`src/rtl/qt_pkg.sv`:
```
package qt_pkg;
    localparam int unsigned QT_DEFAULT_W = 16;

    typedef struct packed {
        logic pend;
    } irq_state_t;

    typedef struct packed {
        logic trap;
    } gate_state_t;
endpackage

```
`src/rtl/qt_priv_gate.sv`:
```
module qt_priv_gate
    import qt_pkg::*;
(
    input  logic clk,
    input  logic rst_n,
    input  logic load_req,
    input  logic mode_user,
    output logic ld_valid,
    output logic trap
);
    gate_state_t s_d, s_q;

    always_comb begin
        ld_valid = load_req & ~mode_user;
        s_d      = '0;
        s_d.trap = load_req & mode_user;
    end

    always_ff @(posedge clk) begin
        if (!rst_n) s_q <= '0;
        else        s_q <= s_d;
    end

    assign trap = s_q.trap;

    // a user-mode attempt yields a trap in the following cycle
    p_user_trap_r4: assert property (@(posedge clk) disable iff (!rst_n)
        (load_req && mode_user) |=> trap);
    // a trap is never raised without a user-mode attempt
    p_trap_cause_r4: assert property (@(posedge clk) disable iff (!rst_n)
        (!(load_req && mode_user)) |=> !trap);
endmodule

```
`src/rtl/qt_counter.sv`:
```
module qt_counter #(
    parameter int unsigned CNT_W = 16
) (
    input  logic             clk,
    input  logic             rst_n,
    input  logic             ld_valid,
    input  logic [CNT_W-1:0] ld_val,
    input  logic             tick,
    output logic [CNT_W-1:0] count,
    output logic             expire
);
    localparam logic [CNT_W-1:0] ONE = CNT_W'(1);

    typedef struct packed {
        logic [CNT_W-1:0] cnt;
        logic             armed;
    } cnt_state_t;

    cnt_state_t s_d, s_q;

    always_comb begin
        s_d    = s_q;
        expire = 1'b0;
        if (ld_valid) begin
            s_d.cnt   = ld_val;
            s_d.armed = 1'b1;
        end else if (tick && s_q.armed) begin
            if (s_q.cnt == '0 || s_q.cnt == ONE) begin
                s_d.cnt   = '0;
                s_d.armed = 1'b0;
                expire    = 1'b1;
            end else begin
                s_d.cnt = s_q.cnt - ONE;
            end
        end else if (tick && s_q.cnt != '0) begin
            s_d.cnt = s_q.cnt - ONE;
        end
    end

    always_ff @(posedge clk) begin
        if (!rst_n) s_q <= '0;
        else        s_q <= s_d;
    end

    assign count = s_q.cnt;

    // tick without a load steps the count down by one
    p_step_down_r1: assert property (@(posedge clk) disable iff (!rst_n)
        (tick && !ld_valid && count != '0) |=> count == $past(count) - ONE);
    // a valid load always lands, even against a tick
    p_load_wins_r8: assert property (@(posedge clk) disable iff (!rst_n)
        ld_valid |=> count == $past(ld_val));
    // zero is held until reloaded
    p_hold_zero_r6: assert property (@(posedge clk) disable iff (!rst_n)
        (count == '0 && !ld_valid) |=> count == '0);
    // no expiry without a tick, and none against a load
    p_expire_cause_r6: assert property (@(posedge clk) disable iff (!rst_n)
        expire |-> (tick && !ld_valid));
endmodule

```
`src/rtl/qt_irq_latch.sv`:
```
module qt_irq_latch
    import qt_pkg::*;
(
    input  logic clk,
    input  logic rst_n,
    input  logic expire,
    input  logic irq_ack,
    output logic irq
);
    irq_state_t s_d, s_q;

    always_comb begin
        s_d      = s_q;
        s_d.pend = expire | (s_q.pend & ~irq_ack);
    end

    always_ff @(posedge clk) begin
        if (!rst_n) s_q <= '0;
        else        s_q <= s_d;
    end

    assign irq = s_q.pend;

    // request is sticky without acknowledge
    p_sticky_r5: assert property (@(posedge clk) disable iff (!rst_n)
        (irq && !irq_ack) |=> irq);
    // a fresh expiry survives a same-cycle acknowledge
    p_ack_race_r5: assert property (@(posedge clk) disable iff (!rst_n)
        expire |=> irq);
endmodule

```
`src/rtl/quantum_timer.sv`:
```
module quantum_timer
    import qt_pkg::*;
#(
    parameter int unsigned CNT_W = QT_DEFAULT_W
) (
    input  logic             clk,
    input  logic             rst_n,
    input  logic             load_req,
    input  logic [CNT_W-1:0] load_val,
    input  logic             mode_user,
    input  logic             tick,
    input  logic             irq_ack,
    output logic             irq,
    output logic             trap,
    output logic [CNT_W-1:0] count
);
    logic ld_valid;
    logic expire;

    qt_priv_gate u_gate (
        .clk      (clk),
        .rst_n    (rst_n),
        .load_req (load_req),
        .mode_user(mode_user),
        .ld_valid (ld_valid),
        .trap     (trap)
    );

    qt_counter #(.CNT_W(CNT_W)) u_cnt (
        .clk     (clk),
        .rst_n   (rst_n),
        .ld_valid(ld_valid),
        .ld_val  (load_val),
        .tick    (tick),
        .count   (count),
        .expire  (expire)
    );

    qt_irq_latch u_irq (
        .clk    (clk),
        .rst_n  (rst_n),
        .expire (expire),
        .irq_ack(irq_ack),
        .irq    (irq)
    );

    // user-mode load without tick leaves the count as it was
    p_user_no_write_r4: assert property (@(posedge clk) disable iff (!rst_n)
        (load_req && mode_user && !tick) |=> count == $past(count));
    // the interrupt only rises together with a zero count
    p_irq_at_zero_r2: assert property (@(posedge clk) disable iff (!rst_n)
        $rose(irq) |-> count == '0);
endmodule

```
`config.mk`:
```
export PLATFORM = sky130hd
export DESIGN_NAME = quantum_timer
export DESIGN_NICKNAME = d
export VERILOG_FILES = /design/src/rtl/qt_pkg.sv /design/src/rtl/qt_priv_gate.sv /design/src/rtl/qt_counter.sv /design/src/rtl/qt_irq_latch.sv /design/src/rtl/quantum_timer.sv
export SDC_FILE = /design/constraint.sdc
export NUM_CORES = 1
export LEC_CHECK = 0
export ABC_CLOCK_PERIOD_IN_PS = 2300
export BUFFER_PORTS_ARGS = -buffer_cell sky130_fd_sc_hd__buf_2
export CAP_MARGIN = 20
export CORE_UTILIZATION = 30
export CTS_BUF_LIST = sky130_fd_sc_hd__clkbuf_4
export CTS_CLUSTER_DIAMETER = 200
export CTS_CLUSTER_SIZE = 10
export DETAILED_ROUTE_END_ITERATION = 6
export SLEW_MARGIN = 20
export SYNTH_ARGS = -nofsm -noshare
export SYNTH_HDL_FRONTEND = slang
export SYNTH_SLANG_ARGS = --single-unit
```
`constraint.sdc`:
```
create_clock -name clk -period 2.3 [get_ports clk]
set_clock_uncertainty 0.05 [all_clocks]
set_input_delay 0.46 -clock clk [delete_from_list [all_inputs] [get_ports clk]]
set_output_delay 0.46 -clock clk [all_outputs]
set_load 0.005 [all_outputs]
```
==> summary.txt, run 1 <==
Placed instance area: 1545 sq um
Congestion Overflow GR: 0
Die area: 4828 sq um
Final nets: 224
Cell area after synthesis: 1366 sq um
Peak Freq: 0.4541 GHz
Leakage: 0.7230 nW
Via density: 5.268
Maxcap violations: 0
HP Class: in -> reg
RD Place Congestion: 0.7415
Worst setup path startpoint: u_cnt.count[1]$_SDFFE_PN0P_
Ys Warns: 0
Routed via count: 1317
Fin Hold WS: 0.3217 ns
Critical Path RT: 2.46 ns
Antenna diodes: 0
Initial DRC count: 94
Die Height: 69.49 um
Seq/Total Area, Yosys: 27.84%
Status: finished clean
Peak VDD IR: 256.5 uV
FF+latch count, synth: 19
Asr flop ratio synth: 0%
CTS tree: built
Number of iterations in the first detailed-routing pass: 4
Crit path capture: u_cnt.count[10]$_SDFFE_PN0P_
DRC: 0
Worst reg2reg setup slack: 0.1 ns
Predominant post-synthesis flop cell: dfxtp_1
Antenna Nets Post-Route: 0
RSZ-0062 raised after global routing: true
Largest net degree at the start of global routing: 15
Synth top area cells: dfxtp_1 (28%), buf_4 (9.3%), nand2_1 (5.8%)
Fin. max-slew vios: 0
Post-Syn Nets: 191
R2r startpoint: u_cnt.count[1]$_SDFFE_PN0P_
Routed WL: 3.554 mm
Die width: 69.49 um
Gr usage total: 15.23%
Max clock buf depth: 2
Critical path endpoint category: flip-flop
Critical path class: reg -> reg
Top cells by count, synth: nand2_1 (21), dfxtp_1 (19), buf_4 (17)
Area growth syn-to-layout: 17.22%
Startpoint types: flip-flop
Post-route cell area: 1602 sq um
Floorplan core area: 4354 sq um
FP Rows: 24
Slew @ Worst Pin: 0.5248 ns
H-tree depth: 1
Starting Density: 31.38%
First-pass GRT wire length: 5.858 mm
Critical Path AT: 2.36 ns
Synth area leader: dfxtp_1
CTS root buffer: clkbuf_4
Critical R2R Capture: u_cnt.count[10]$_SDFFE_PN0P_
DR WL/cell: 14.22 um
PnR Total Power: 1.123 mW
Final hold vios: 0
Reg2reg path depth: 7
Synthesized instance count: 166
Worst-Skew Late Latency: 0.30 ns
Netlist cell types: 51
Final period utilization: 95.75%
Final Setup Violations: 0
PwrDens: 700.9 nW/um^2
Post-synth EDFFs: 0
Number of global-route vias before repair: 1183
CTS Buf Count: 3
Clock-pin slew on the worst setup and hold paths: 0.12 ns
Clock Sinks: 19
Syn avg cell area: 8.231 sq um
CP Max Fanout: 5
Top-count cell post-synth: nand2_1
Util after Layout: 36.78%
Fin crit period: 2.202 ns
Ports: 40
Initial antenna violation count: 0
Share of the synthesized area in the top cell type: 27.84%
Worst rel slew slack: 64.69%
Fraction of final layout cells sized beyond drive strength 1: 35.35%
Count of input and output buffers: 39
DP Wirelength: 2.739 mm
## cells in the final DEF, fill, tap and decap left out, types with 2 or more instances in the layout
cell / instances
clkbuf_4: 4
nand4_1: 2
nor3_1: 6
inv_1: 5
nand2_1: 21
nor2b_1: 2
o2111ai_1: 2
o21a_1: 2
a21o_1: 5
o41ai_1: 2
buf_4: 13
dfxtp_1: 18
a221o_1: 4
o211ai_1: 2
nand2b_1: 3
nor2_1: 6
or4_1: 5
a21oi_1: 4
nor4_1: 5
o21ai_1: 2
buf_2: 39
o21ai_0: 10
ha_1: 3
and2_1: 2
nand3_1: 4
## final cells by class
type                       instances  area [sq um]
multi-input combinational        118         813.3
timing repair buffer              52         292.8
fill                             465          2753
clock buffer                       4         30.03
sequential                        19         381.6
inverter                           5         18.77
tap                               52         65.06
## cells by family (layout without fill, tap and decap cells)
family | after synthesis | after routing | share of synthesized area [%]
and+or+nand+nor | 67 | 67 | 27.20
xor gates and xnor gates | 1 | 1 | 0.6411
buffers and inverters | 29 | 61 | 13.37
adders and majority gates | 3 | 3 | 2.748
AOI/OAI and AO/OA | 47 | 47 | 28.21
DFF | 19 | 19 | 27.84
## state kept, by name, indices dropped and copies added (netlist names)
name,cells
u_cnt.count,16
u_cnt.s_q,1
u_gate.trap,1
u_irq.irq,1
## critical path, stage by stage, from the launching register on
cell,delay (ns)
dfxtp_2,0.36
inv_1,0.09
ha_1,0.19
or4b_4,0.50
o41ai_4,0.50
buf_4,0.18
nor3_1,0.04
o21a_1,0.19
## through the flow
step | cells | worst slack [ns] | TNS [ns]
finish | 250 | 0.09769 | 0
global route | 250 | -0.04574 | -0.1241
CTS | 248 | 0.03233 | 0
detailed placement | 244 | 0.06925 | 0
global placement | 244 | 0.1160 | 0
floorplan | 166 | 0.2002 | 0
## routing by layer
layer  global-route usage [%]  vias up  wire [um]  part of all wire [%]
li1                         -      676          -                     -
met1                    22.61      598       1781                    50
met2                    21.90       41       1542                    43
met3                    4.070        2        207                   5.8
met4                    3.175        0         22                  0.62
met5                        0        -          0                     0
## power breakdown
part           switching [mW]  internal (mW)  leakage, nW
clock network           0.109         0.0794       0.0184
registers              0.0530          0.376        0.157
logic                   0.274          0.231        0.548
total                   0.436          0.686        0.723
## worst min-delay path by stage
stage | from | end | slack, ns | cells after the start
floorplan | u_cnt.count[15]$_SDFFE_PN0P_ | u_cnt.count[15]$_SDFFE_PN0P_ | 0.41 | 1
global placement | u_cnt.count[15]$_SDFFE_PN0P_ | u_cnt.count[15]$_SDFFE_PN0P_ | 0.45 | 1
detailed placement | u_cnt.count[15]$_SDFFE_PN0P_ | u_cnt.count[15]$_SDFFE_PN0P_ | 0.45 | 1
CTS | load_val[5] | u_cnt.count[5]$_SDFFE_PN0P_ | 0.32 | 2
global route | load_val[7] | u_cnt.count[7]$_SDFFE_PN0P_ | 0.32 | 2
finish | load_val[9] | u_cnt.count[9]$_SDFFE_PN0P_ | 0.32 | 3
## repair_timing
action | CTS | global route
resized for setup | 0 | 5
hold buffers | 0 | 0
setup buffers | 0 | 2
endpoints found under the setup margin | 0 | 12
Power figures use the tool's default switching activity.
==> inputs of run 2 (changes only) <==
- CORE_UTILIZATION: 30 -> 50
- PLACE_DENSITY: not set -> 0.78
==> summary.txt, run 2 (synthesized netlist as in run 1, its figures left out) <==
Placed Instances: 217 (-11%)
Cells along the critical path: inv_1 -> ha_1 -> or4b_4 -> o41ai_4 -> nand3_2 -> o21ai_1 -> a221o_1
CTS root buffer: clkbuf_4
Max clock buf depth: 2 (unchanged)
HP Class: in -> reg
CTS Buf Count: 3 (unchanged)
Buf+Inv Stages, Crit Path: 1 (-1)
Die width: 54.28 um (-22%)
Critical Path AT: 2.40 ns (+0.04 ns)
Via density: 6.041 (+15%)
Startpoint types: flip-flop
Final hold vios: 0 (unchanged)
Largest net degree at the start of global routing: 15 (unchanged)
Congestion Overflow GR: 0 (unchanged)
Met2 usage: 44.11% (+22 points)
Fillers: 238 (-49%)
H-tree depth: 1 (unchanged)
FP Rows: 18 (-25%)
Routed via count: 1341 (+1.8%)
Initial antenna violation count: 0 (unchanged)
Critical path endpoint category: flip-flop
Hold_buf cts: 0 (unchanged)
CP Max Fanout: 6 (+1)
Fin. max-slew vios: 0 (unchanged)
Net Switching: 0.4386 mW (+0.52%)
Slew @ Worst Pin: 0.5306 ns (+0.005806 ns)
Gr usage total: 26.40% (+11 points)
Worst path depth: 7 (unchanged)
Grt met1 use: 32.72% (+10 points)
Register area: 382.9 sq um (+0.33%)
RSZ-0062 raised after global routing: true
Crit path largest cell delay: 0.50 ns (about the same)
Peak Freq: 0.4541 GHz (about the same)
Peak VDD IR: 454.7 uV (+77%)
Critical path class: reg -> reg
Setup tns final: 0 ns (unchanged)
Floorplan core area: 2522 sq um (-42%)
Largest register FFs: 16 (unchanged)
Status: finished clean
PwrDens: 723.7 nW/um^2 (+3.3%)
DR WL/cell: 15.26 um (+7.4%)
Sequential share of power: 40.5% (+2.3 points)
Final Setup Violations: 0 (unchanged)
Fin worst setup slack: 0.09784 ns (+0.0001417 ns)
Count of input and output buffers: 39 (unchanged)
Commonest non-fill, non-tap cell in the layout: buf_2
Grt peak-use layer: met2
Clock power frac: 17.2% (+0.4 points)
Starting Density: 54.17% (+23 points)
CTS tree: built
Ports: 40 (unchanged)
Worst-Skew Late Latency: 0.31 ns (about the same)
Maxcap violations: 0 (unchanged)
Critical Path RT: 2.50 ns (+0.04 ns)
DRC: 0 (unchanged)
Most frequent cells in the layout: buf_2 (39), nand2_1 (21), dfxtp_1 (17), o21ai_0 (9)
Worst rel slew slack: 64.25% (-0.44 points)
Clock-pin slew on the worst setup and hold paths: 0.12 ns (about the same)
Slowest-stage cell, CP: or4b_4
Die area: 2946 sq um (-39%)
First-pass GRT wire length: 5.513 mm (-5.9%)
Die Height: 54.28 um (-22%)
Clock Sinks: 19 (unchanged)
Fin crit period: 2.202 ns (-0.0001417 ns)
Gate power share: 42.3% (-2.7 points)
Fin cells: 222 (-11%)
Fraction of final layout cells sized beyond drive strength 1: 33.33% (-2.0 points)
Antenna diodes: 0 (unchanged)
Internal power: 0.6733 mW (-1.9%)
Number of global-route vias before repair: 1235 (+4.4%)
Hold path depth: 3 (unchanged)
Fin Hold WS: 0.3119 ns (-0.009802 ns)
Final nets: 218 (-2.7%)
Pre-CTS setup slack: 0.04129 ns (-0.02797 ns)
Routing usage on met3: 3.056% (-1.0 points)
Footprint of the multi-input gates: 807.0 sq um (-0.77%)
Reg2reg path depth: 7 (unchanged)
Number of iterations in the first detailed-routing pass: 4 (unchanged)
DP Wirelength: 2.555 mm (-6.7%)
Leakage: 0.6971 nW (-3.6%)
Antenna Nets Post-Route: 0 (unchanged)
Routed WL: 3.388 mm (-4.7%)
Initial DRC count: 42 (-55%)
RD Place Congestion: 0.9528 (+28%)
Area growth syn-to-layout: 12.45%
Final period utilization: 95.75% (about the same)
Top delay family on crit path: compound AO/OA/AOI/OAI gates
Switch share: 39.45% (+0.57 points)
[run 2: final timing paths]
check	end	slack [ns]	startpoint
worst min register to register	u_cnt.count[15]$_SDFFE_PN0P_	0.47	u_cnt.count[15]$_SDFFE_PN0P_
worst max register to register	u_cnt.count[7]$_SDFFE_PN0P_	0.1	u_cnt.count[0]$_SDFFE_PN0P_
worst min-delay path	u_cnt.count[9]$_SDFFE_PN0P_	0.31	load_val[9]
worst max-delay path	u_cnt.count[7]$_SDFFE_PN0P_	0.1	u_cnt.count[0]$_SDFFE_PN0P_
[run 2: area by class of cell]
cell class | instances | share of cell area, %
Clock buffer | 4 | 1.954
Inverter | 5 | 1.222
Multi-Input combinational cell | 118 | 52.52
Sequential cell | 19 | 24.92
Tap cell | 30 | 2.443
Timing Repair Buffer | 46 | 16.94
[run 2: worst reg2reg max path, delay by kind of cell, from the launching register on]
kind | cells | cell delay, ns
AO/OA/AOI/OAI | 3 | 0.75
adder cells (fa/ha/maj) | 1 | 0.19
buffers and inverters | 1 | 0.10
flip-flops | 1 | 0.36
AND/OR/NAND/NOR | 2 | 0.69
[run 2: power by group through the flow]
stage	combinational, mW	sequential (mW)	clock (mW)
after detailed placement	0.457	0.456	0
final	0.470	0.451	0.191
after floorplan	0.370	0.434	0
after global routing	0.515	0.462	0.201
after CTS	0.460	0.448	0.193
after global placement	0.445	0.450	0
[run 2: routing by layer]
layer	part of all wire, %	vias up
li1	-	660
met1	44	616
met2	48	55
met3	4.8	10
met4	3.1	0
met5	0	-
[run 2: metrics by stage]
step | power (mW) | instance area [sq um] | util, %
6_report | 1.112 | 1536 | 60.91
5_1_grt | 1.179 | 1536 | 60.91
4_1_cts | 1.101 | 1523 | 60.37
3_5_place_dp | 0.9128 | 1493 | 59.18
3_3_place_gp | 0.8948 | 1493 | 59.18
2_1_floorplan | 0.8035 | 1366 | -
[run 2: repair_timing]
| action | in CTS | in global routing |
|---|---|---|
| buffers inserted | 0 | 1 |
| resized for setup | 0 | 6 |
| endpoints found under the setup margin | 0 | 8 |
==> inputs of run 3 (changes only) <==
- ABC_CLOCK_PERIOD_IN_PS: 2300 -> 2530
- clock period: 2.3 -> 2.53 ns (I/O delays scaled with it)
==> summary.txt, run 3 (synthesized netlist as in run 1, its figures left out) <==
Antenna diodes: 0 (unchanged)
Initial DRC count: 39 (-7.1%)
Die Height: 54.28 um (unchanged)
Routed WL: 3.357 mm (-0.91%)
RD Place Congestion: 0.9426 (-1.1%)
Critical path endpoint category: flip-flop
CTS tree: built
Peak VDD IR: 396.9 uV (-13%)
Congestion Overflow GR: 0 (unchanged)
Routed via count: 1341 (unchanged)
Clock power frac: 17.4% (+0.2 points)
CTS root buffer: clkbuf_4
Critical Path AT: 2.47 ns (+0.07 ns)
Leakage: 0.6692 nW (-4.0%)
Gr usage total: 27.07% (+0.66 points)
Final Setup Violations: 0 (unchanged)
Critical Path RT: 2.72 ns (+0.22 ns)
Largest net degree at the start of global routing: 15 (unchanged)
H-tree depth: 1 (unchanged)
Pre-CTS setup slack: 0.2841 ns (+0.2428 ns)
First-pass GRT wire length: 5.782 mm (+4.9%)
Floorplan core area: 2522 sq um (unchanged)
Count of input and output buffers: 39 (unchanged)
Setup repair bufs after CTS: 0 (unchanged)
Slowest-stage cell, CP: or4b_2
Critical path class: reg -> reg
Max clock buf depth: 2 (unchanged)
Final period utilization: 89.84% (-5.9 points)
Maxcap violations: 0 (unchanged)
CTS Buf Count: 3 (unchanged)
Startpoint types: flip-flop
Fin worst setup slack: 0.2572 ns (+0.1593 ns)
Fraction of final layout cells sized beyond drive strength 1: 30.85% (-2.5 points)
Status: finished clean
DR WL/cell: 15.40 um (+0.90%)
Fin crit period: 2.273 ns (+0.07068 ns)
Post-CTS sizing: 0 (unchanged)
Clock-pin slew on the worst setup and hold paths: 0.11 ns (about the same)
Fillers: 253 (+6.3%)
Slew @ Worst Pin: 0.5780 ns (+0.04737 ns)
Number of iterations in the first detailed-routing pass: 4 (unchanged)
Peak Freq: 0.4400 GHz (-3.1%)
Crit path largest cell delay: 0.66 ns (+0.16 ns)
Area growth syn-to-layout: 8.883%
Most frequent cells in the layout: buf_2 (39), nand2_1 (21), dfxtp_1 (19), o21ai_0 (12)
DP Wirelength: 2.475 mm (-3.1%)
Ports: 40 (unchanged)
CP Max Fanout: 6 (unchanged)
Initial antenna violation count: 0 (unchanged)
Sequential share of power: 41.7% (+1.2 points)
FP Rows: 18 (unchanged)
Net Switching: 0.3883 mW (-11%)
Commonest non-fill, non-tap cell in the layout: buf_2
Largest register FFs: 16 (unchanged)
Number of global-route vias before repair: 1280 (+3.6%)
PwrDens: 655.9 nW/um^2 (-9.4%)
Setup tns final: 0 ns (unchanged)
DRC: 0 (unchanged)
Gate power share: 40.8% (-1.5 points)
Final hold vios: 0 (unchanged)
Worst rel slew slack: 61.11% (-3.1 points)
Final nets: 214 (-1.8%)
Internal power: 0.5875 mW (-13%)
Hold_buf cts: 0 (unchanged)
Die area: 2946 sq um (unchanged)
Fin. max-slew vios: 0 (unchanged)
PnR Total Power: 0.9758 mW (-12%)
RSZ-0062 raised after global routing: false
Via density: 6.151 (+1.8%)
HP Class: in -> reg
Clock Sinks: 19 (unchanged)
Worst-Skew Late Latency: 0.30 ns (about the same)
Buf+Inv Stages, Crit Path: 1 (unchanged)
Top delay family on crit path: simple AND/OR/NAND/NOR gates
Starting Density: 54.17% (unchanged)
Die width: 54.28 um (unchanged)
Switch share: 39.80% (+0.35 points)
Cells along the critical path: inv_1 -> ha_1 -> or4b_2 -> o41a_4 -> nor2_4 -> a21oi_1 -> o21ai_2
Antenna Nets Post-Route: 0 (unchanged)
[run 3: final cells by class]
type	instances	area (sq um)	share of cell area, %
multi-input cells	118	803.3	53.99
clock buffers	4	30.03	2.018
repair buffers	42	217.7	14.63
flip-flops and latches	19	380.4	25.57
well taps	30	37.54	2.523
inverters	5	18.77	1.262
[run 3: path summary, 6_finish.rpt]
kind,slack (ns),cells past startpoint,end,startpoint
max,0.26,7,u_cnt.count[4]$_SDFFE_PN0P_,u_cnt.count[0]$_SDFFE_PN0P_
min,0.36,3,u_cnt.count[9]$_SDFFE_PN0P_,load_val[9]
max reg2reg,0.26,7,u_cnt.count[4]$_SDFFE_PN0P_,u_cnt.count[0]$_SDFFE_PN0P_
min reg2reg,0.48,1,u_cnt.count[15]$_SDFFE_PN0P_,u_cnt.count[15]$_SDFFE_PN0P_
[run 3: metrics by stage]
stage | hold WS [ns] | std cells | cell area (sq um) | util [%]
2_1_floorplan | 0.4145 | 166 | 1366 | -
5_1_grt | 0.3816 | 218 | 1488 | 58.98
4_1_cts | 0.3582 | 218 | 1488 | 58.98
6_report | 0.3592 | 218 | 1488 | 58.98
3_3_place_gp | 0.4255 | 214 | 1458 | 57.79
3_5_place_dp | 0.4563 | 214 | 1458 | 57.79
[run 3: worst reg2reg max path: cells and delay by family (launching register included)]
family          cells  cell delay, ns
flops               1            0.38
fa+ha+maj           1            0.19
compound gates      3            0.64
buf+inv             1            0.11
simple gates        2            0.85
[run 3: layer usage]
| layer | part of all wire (%) | track usage (%) | up-vias |
|---|---|---|---|
| li1 | - | - | 660 |
| met2 | 47 | 47.76 | 52 |
| met3 | 6.2 | 3.611 | 9 |
| met4 | 1.5 | 9.829 | 0 |
| met5 | 0 | 0 | - |
| met1 | 45 | 33.11 | 620 |
[run 3: power by group through the flow]
stage                     clock (mW)  combinational (mW)  sequential [mW]
after floorplan                    0               0.336            0.394
after global placement             0               0.382            0.408
after detailed placement           0               0.395            0.413
after CTS                      0.174               0.398            0.406
after global routing           0.179               0.442            0.418
final                          0.170               0.399            0.407
